### src/rtl/dmem_pkg.sv
package dmem_pkg;

    localparam int ADDR_W    = 8;
    localparam int DATA_W    = 8;
    localparam int NUM_PTR   = 2;
    localparam int RAM_BASE  = 32;
    localparam int RAM_DEPTH = 224;

    localparam int PSEL_W    = (NUM_PTR > 1) ? $clog2(NUM_PTR) : 1;
    localparam int RIDX_W    = (RAM_DEPTH > 1) ? $clog2(RAM_DEPTH) : 1;
    localparam int RAM_LAST  = RAM_BASE + RAM_DEPTH - 1;

    typedef logic [ADDR_W-1:0] addr_t;
    typedef logic [DATA_W-1:0] data_t;
    typedef logic [PSEL_W-1:0] psel_t;
    typedef logic [RIDX_W-1:0] ridx_t;

    typedef enum logic [1:0] {
        TGT_NONE = 2'd0,
        TGT_WIN  = 2'd1,
        TGT_PTR  = 2'd2,
        TGT_RAM  = 2'd3
    } tgt_kind_e;

    typedef struct packed {
        tgt_kind_e kind;
        psel_t     sel;
        ridx_t     idx;
    } tgt_t;

    // Window k sits at even address 2k, its pointer right above it.
    function automatic addr_t win_addr(input int k);
        return addr_t'(2 * k);
    endfunction

    function automatic addr_t ptr_addr(input int k);
        return addr_t'(2 * k + 1);
    endfunction

    function automatic tgt_t classify(input addr_t a);
        tgt_t t;
        t.kind = TGT_NONE;
        t.sel  = '0;
        t.idx  = '0;
        for (int k = 0; k < NUM_PTR; k++) begin
            if (a == win_addr(k)) begin
                t.kind = TGT_WIN;
                t.sel  = psel_t'(k);
            end
            if (a == ptr_addr(k)) begin
                t.kind = TGT_PTR;
                t.sel  = psel_t'(k);
            end
        end
        if ((int'(a) >= RAM_BASE) && (int'(a) <= RAM_LAST)) begin
            t.kind = TGT_RAM;
            t.idx  = ridx_t'(int'(a) - RAM_BASE);
        end
        return t;
    endfunction

endpackage

### src/rtl/dmem_route.sv
module dmem_route
    import dmem_pkg::*;
(
    input  addr_t                      addr,
    input  logic                       wr_en,
    input  logic [NUM_PTR-1:0][DATA_W-1:0] ptr_q,
    output tgt_t                       tgt,
    output logic                       ram_we,
    output logic [NUM_PTR-1:0]         ptr_we
);

    tgt_t  first;
    addr_t eff;

    always_comb begin
        first = classify(addr);
        eff   = addr;
        for (int k = 0; k < NUM_PTR; k++) begin
            if (first.kind == TGT_WIN && first.sel == psel_t'(k))
                eff = addr_t'(ptr_q[k]);
        end
        tgt = classify(eff);
        // A window only survives a second decode when a pointer names one.
        if (tgt.kind == TGT_WIN)
            tgt.kind = TGT_NONE;
    end

    assign ram_we = wr_en && (tgt.kind == TGT_RAM);

    for (genvar k = 0; k < NUM_PTR; k++) begin : g_pwe
        assign ptr_we[k] = wr_en && (tgt.kind == TGT_PTR) && (tgt.sel == psel_t'(k));
    end

endmodule

### src/rtl/dmem_ptr_bank.sv
module dmem_ptr_bank
    import dmem_pkg::*;
(
    input  logic                           clk,
    input  logic                           rst,
    input  logic [NUM_PTR-1:0]             ptr_we,
    input  data_t                          wr_data,
    output logic [NUM_PTR-1:0][DATA_W-1:0] ptr_q
);

    for (genvar k = 0; k < NUM_PTR; k++) begin : g_ptr
        always_ff @(posedge clk) begin
            if (rst)
                ptr_q[k] <= '0;
            else if (ptr_we[k])
                ptr_q[k] <= wr_data;
        end

        a_r2_ptr_load: assert property (@(posedge clk) disable iff (rst)
            ptr_we[k] |=> ptr_q[k] == $past(wr_data));

        a_r6_ptr_hold: assert property (@(posedge clk) disable iff (rst)
            !ptr_we[k] |=> $stable(ptr_q[k]));
    end

endmodule

### src/rtl/dmem_ram.sv
module dmem_ram
    import dmem_pkg::*;
(
    input  logic  clk,
    input  logic  rst,
    input  logic  we,
    input  ridx_t idx,
    input  data_t wd,
    output data_t rd
);

    data_t mem [RAM_DEPTH];

    always_ff @(posedge clk) begin
        if (rst) begin
            for (int i = 0; i < RAM_DEPTH; i++)
                mem[i] <= '0;
        end else if (we) begin
            mem[idx] <= wd;
        end
    end

    assign rd = mem[idx];

    a_r1_ram_commit: assert property (@(posedge clk) disable iff (rst)
        we |=> mem[$past(idx)] == $past(wd));

endmodule

### src/rtl/dmem_indirect.sv
module dmem_indirect
    import dmem_pkg::*;
(
    input  logic                clk,
    input  logic                rst,
    input  logic [ADDR_W-1:0]   addr,
    input  logic [DATA_W-1:0]   wr_data,
    input  logic                wr_en,
    input  logic                rd_en,
    output logic [DATA_W-1:0]   rd_data
);

    tgt_t                           tgt;
    logic                           ram_we;
    logic [NUM_PTR-1:0]             ptr_we;
    logic [NUM_PTR-1:0][DATA_W-1:0] ptr_q;
    data_t                          ram_rd;

    dmem_route u_route (
        .addr   (addr),
        .wr_en  (wr_en),
        .ptr_q  (ptr_q),
        .tgt    (tgt),
        .ram_we (ram_we),
        .ptr_we (ptr_we)
    );

    dmem_ptr_bank u_ptrs (
        .clk     (clk),
        .rst     (rst),
        .ptr_we  (ptr_we),
        .wr_data (wr_data),
        .ptr_q   (ptr_q)
    );

    dmem_ram u_ram (
        .clk (clk),
        .rst (rst),
        .we  (ram_we),
        .idx (tgt.idx),
        .wd  (wr_data),
        .rd  (ram_rd)
    );

    always_comb begin
        rd_data = '0;
        if (rd_en) begin
            unique case (tgt.kind)
                TGT_PTR: rd_data = ptr_q[tgt.sel];
                TGT_RAM: rd_data = ram_rd;
                default: rd_data = '0;
            endcase
        end
    end

    a_r8_rden_low_zero: assert property (@(posedge clk) disable iff (rst)
        !rd_en |-> rd_data == '0);

    a_r7_gap_read_zero: assert property (@(posedge clk) disable iff (rst)
        (rd_en && int'(addr) >= 2 * NUM_PTR && int'(addr) < RAM_BASE) |-> rd_data == '0);

    a_r7_gap_write_inert: assert property (@(posedge clk) disable iff (rst)
        (wr_en && int'(addr) >= 2 * NUM_PTR && int'(addr) < RAM_BASE) |-> (!ram_we && ptr_we == '0));

    a_r5_selfref_read_zero: assert property (@(posedge clk) disable iff (rst)
        (rd_en && addr == 8'h00 && (ptr_q[0] == 8'h00 || ptr_q[0] == 8'h02)) |-> rd_data == '0);

    a_r6_selfref_write_inert: assert property (@(posedge clk) disable iff (rst)
        (wr_en && addr == 8'h02 && (ptr_q[1] == 8'h00 || ptr_q[1] == 8'h02)) |=> $stable(ptr_q));

    a_r2_direct_ptr_read: assert property (@(posedge clk) disable iff (rst)
        (rd_en && addr == 8'h03) |-> rd_data == ptr_q[1]);

endmodule

### config.mk
export PLATFORM = sky130hd
export DESIGN_NAME = dmem_indirect
export DESIGN_NICKNAME = d
export VERILOG_FILES = /design/src/rtl/dmem_pkg.sv /design/src/rtl/dmem_route.sv /design/src/rtl/dmem_ptr_bank.sv /design/src/rtl/dmem_ram.sv /design/src/rtl/dmem_indirect.sv
export SDC_FILE = /design/constraint.sdc
export NUM_CORES = 2
export LEC_CHECK = 0
export ABC_AREA = 1
export BUFFER_PORTS_ARGS = -buffer_cell sky130_fd_sc_hd__buf_2
export CAP_MARGIN = 25
export CORE_MARGIN = 4
export CORE_UTILIZATION = 43
export DETAILED_ROUTE_END_ITERATION = 6
export PLACE_DENSITY = 0.59
export SLEW_MARGIN = 15
export SYNTH_ARGS = -nofsm -noshare
export SYNTH_HDL_FRONTEND = slang
export SYNTH_SLANG_ARGS = --single-unit
### constraint.sdc
create_clock -name clk -period 4 [get_ports clk]
set_clock_uncertainty 0.1 [all_clocks]
set_input_delay 0.8 -clock clk [delete_from_list [all_inputs] [get_ports clk]]
set_output_delay 0.8 -clock clk [all_outputs]
set_load 0.01 [all_outputs]
==> run summary <==
status: finished with violations
failing checks: setup timing
post-synthesis xor/xnor area fraction: 0.00960%
Total GRT Usage: 29.0%
Mapped Area: 91200 µm²
wirelength, routed: 326000 µm
Relative slew margins: 43.7%
most used cell, CP: nor2_4
Clock Path Buffers: 3
fin nets: 10100
Pwr Density: 438 nW/µm²
Worst-Margin Slew: 0.844 ns
Final Max Tran Viols: 0
maxcap violations: 0
DRT Pass-1 Iters: 6
via count: 72600
area grow syn2layout: 26.9%
DRT antenna net count: 0
mux cell area share after synthesis: 0%
IO Pins: 28
most common flop cell mapped by yosys: edfxtp_1
largest family of logic cells by synthesized area: simple AND/OR/NAND/NOR gates
die height: 469 µm
Top Family by Delay on Critical Path: buffers and inverters
Final Wtd Congestion: 0.961
crit path max-delay cell type: nor2_4
total gr overflow: 0
Post-Synthesis Cells: 9081
floorplan core area: 210000 µm²
hold slack final: 0.443 ns
CP Buf/Inv Count: 12
peak supply drop: 0.000583 V
final hold violations: 0
TritonCTS Sinks: 2064
most common cell after layout, fill and taps aside: nor2_1
synthesis-stage register bit count: 2064
CTS H-tree depth: 4
switching share of power: 25.0%
most frequent cells in the layout: 3032 x nor2_1, 2048 x edfxtp_1, 1495 x nand2_1
RSZ-0062 raised after global routing: yes
worst setup margin: -1.26 ns
pin count of the biggest net entering global routing: 76
layout cells sized above 1: 20.3%
sequential share of the synthesized area: 67.8%
vias in the first global route: 69700
HP Class: in -> reg
clock latency on the worst-skew pair: 0.86 ns
num rows: 168
Crit Path Max Fanout: 17
critical path type: in -> out
Fmax: 190 MHz
compound-cell area share of the yosys netlist: 5.40%
Critical Path RT: 3.10 ns
DPL Wire Length: 209000 µm
clock root cell: clkbuf_16
Final setup viols: 8
Die Footprint: 220000 µm²
DR WL/cell: 25.0 µm
Final Cycle Share: 132%
number of vias per cell: 5.57
Tmin final: 5.26 ns
combinational power share: 12.1%
clk slew on worst S/H paths: 0.06 ns
Sequential Power Share: 48.4%
clock group share of total power: 39.6%
CP Capture Type: output port
first-pass GRT wire length: 468000 µm
Adder-Cell Fraction of Synth Area: 0.0137%
Synthesized Nets: 9102
ys async rst share: 0%
arrival time worst endpoint: 4.36 ns
port buffer count: 27
1st-iter DRT viols: 9810
Pint: 38.0 mW
CTS Buf Count: 215
Die W: 469 µm
DRC errors left: 0
Synthesis Warnings: 0
switching pwr: 12.7 mW
crit path launch type: input port
CTS tree: done
crit-path max cell delay: 0.27 ns
Simple-Gate Fraction of Synth Area: 22.3%
initial antenna violation count: 15
hold buffers post-CTS: 0
Post-synth EDFFs: 2048
mean post-synth cell area: 10.0 µm²
post-placement setup slack: -1.96 ns
Fill cells: 17900
Starting Density: 43.4%
Pleak: 47.7 nW
Netlist cell types: 36
## metrics by stage
stage,util [%],total power [mW],std cells,instance area [µm²],TNS (ns)
floorplan,-,27.3,9081,91300,0
global placement,50.2,30.3,12500,106000,-1769.31
detailed placement,50.2,30.3,12500,106000,-2085.08
CTS,54.5,50.5,13000,115000,-8.98
global route,55.0,52.0,13000,116000,-10.73
finish,55.0,50.7,13000,116000,-9.98
## power groups by stage
stage	sequential, mW	combinational (mW)	clock [mW]
after floorplan	24.9	2.42	0
after global placement	24.9	5.34	0
after detailed placement	25.0	5.37	0
after CTS	24.5	5.82	20.2
after global routing	24.5	6.39	21.1
final	24.5	6.11	20.0
## cell families after synthesis
kind of cell	Yosys count
simple gates	5131
flops	2064
buf+inv	1028
compound gates	856
xor+xnor	1
fa+ha+maj	1
## flip-flops by register name, indices dropped and copies added, names as in the netlist
register      count
u_ptrs.ptr_q     16
u_ram.mem      2048
## worst paths after layout
check | from | end | slack (ns) | cells past startpoint
setup / recovery | addr[3] | rd_data[1] | -1.26 | 28
hold / removal | wr_data[7] | u_ram.mem[226][7] | 0.44 | 2
setup reg to reg | u_ptrs.ptr_q[13] | u_ram.mem[210][1] | 0.31 | 16
hold reg to reg | u_ptrs.ptr_q[14] | u_ptrs.ptr_q[14] | 0.45 | 2
## synthesized netlist by cell type, types with 17 or more instances
cell type,n,share of area [%]
nand2_2,49,0.34
clkbuf_1,376,1.5
o21a_1,18,0.15
nor2_2,17,0.12
edfxtp_1,2048,67
o22ai_1,443,3.0
inv_1,425,1.7
nor2_1,3128,13
nand3b_1,74,0.61
inv_2,21,0.086
nand3_1,93,0.51
buf_1,30,0.12
buf_2,145,0.80
or2_2,133,0.91
o21ai_0,287,1.6
a21oi_1,90,0.49
nand4_1,49,0.34
nand2_1,1573,6.5
## timing repair
item,in CTS,in global routing
setup endpoints to repair,11,8
gates cloned,26,12
gates resized for setup,290,138
setup buffers,53,40
pin swaps,112,89
## routing by layer
metal / up-vias / wire, µm / track usage, %
li1: 32300 / - / -
met1: 35600 / 127000 / 39.6
met2: 4059 / 150000 / 45.7
met3: 685 / 35200 / 5.58
met4: 4 / 15000 / 12.1
met5: - / 27 / 0
## layout make-up
class                   count  area [µm²]  share of cell area (%)
repair buffers           1327       15300                    13.3
multi-input cells        5989       26300                    22.7
clock inverters           133        1280                    1.11
clock buffers             259        5630                    4.86
well taps                2805        3510                    3.03
diodes                      4        10.0                 0.00865
inverters                 462        1850                    1.59
flip-flops and latches   2064       61800                    53.4
Note: power is estimated with default switching activity, not from simulation.
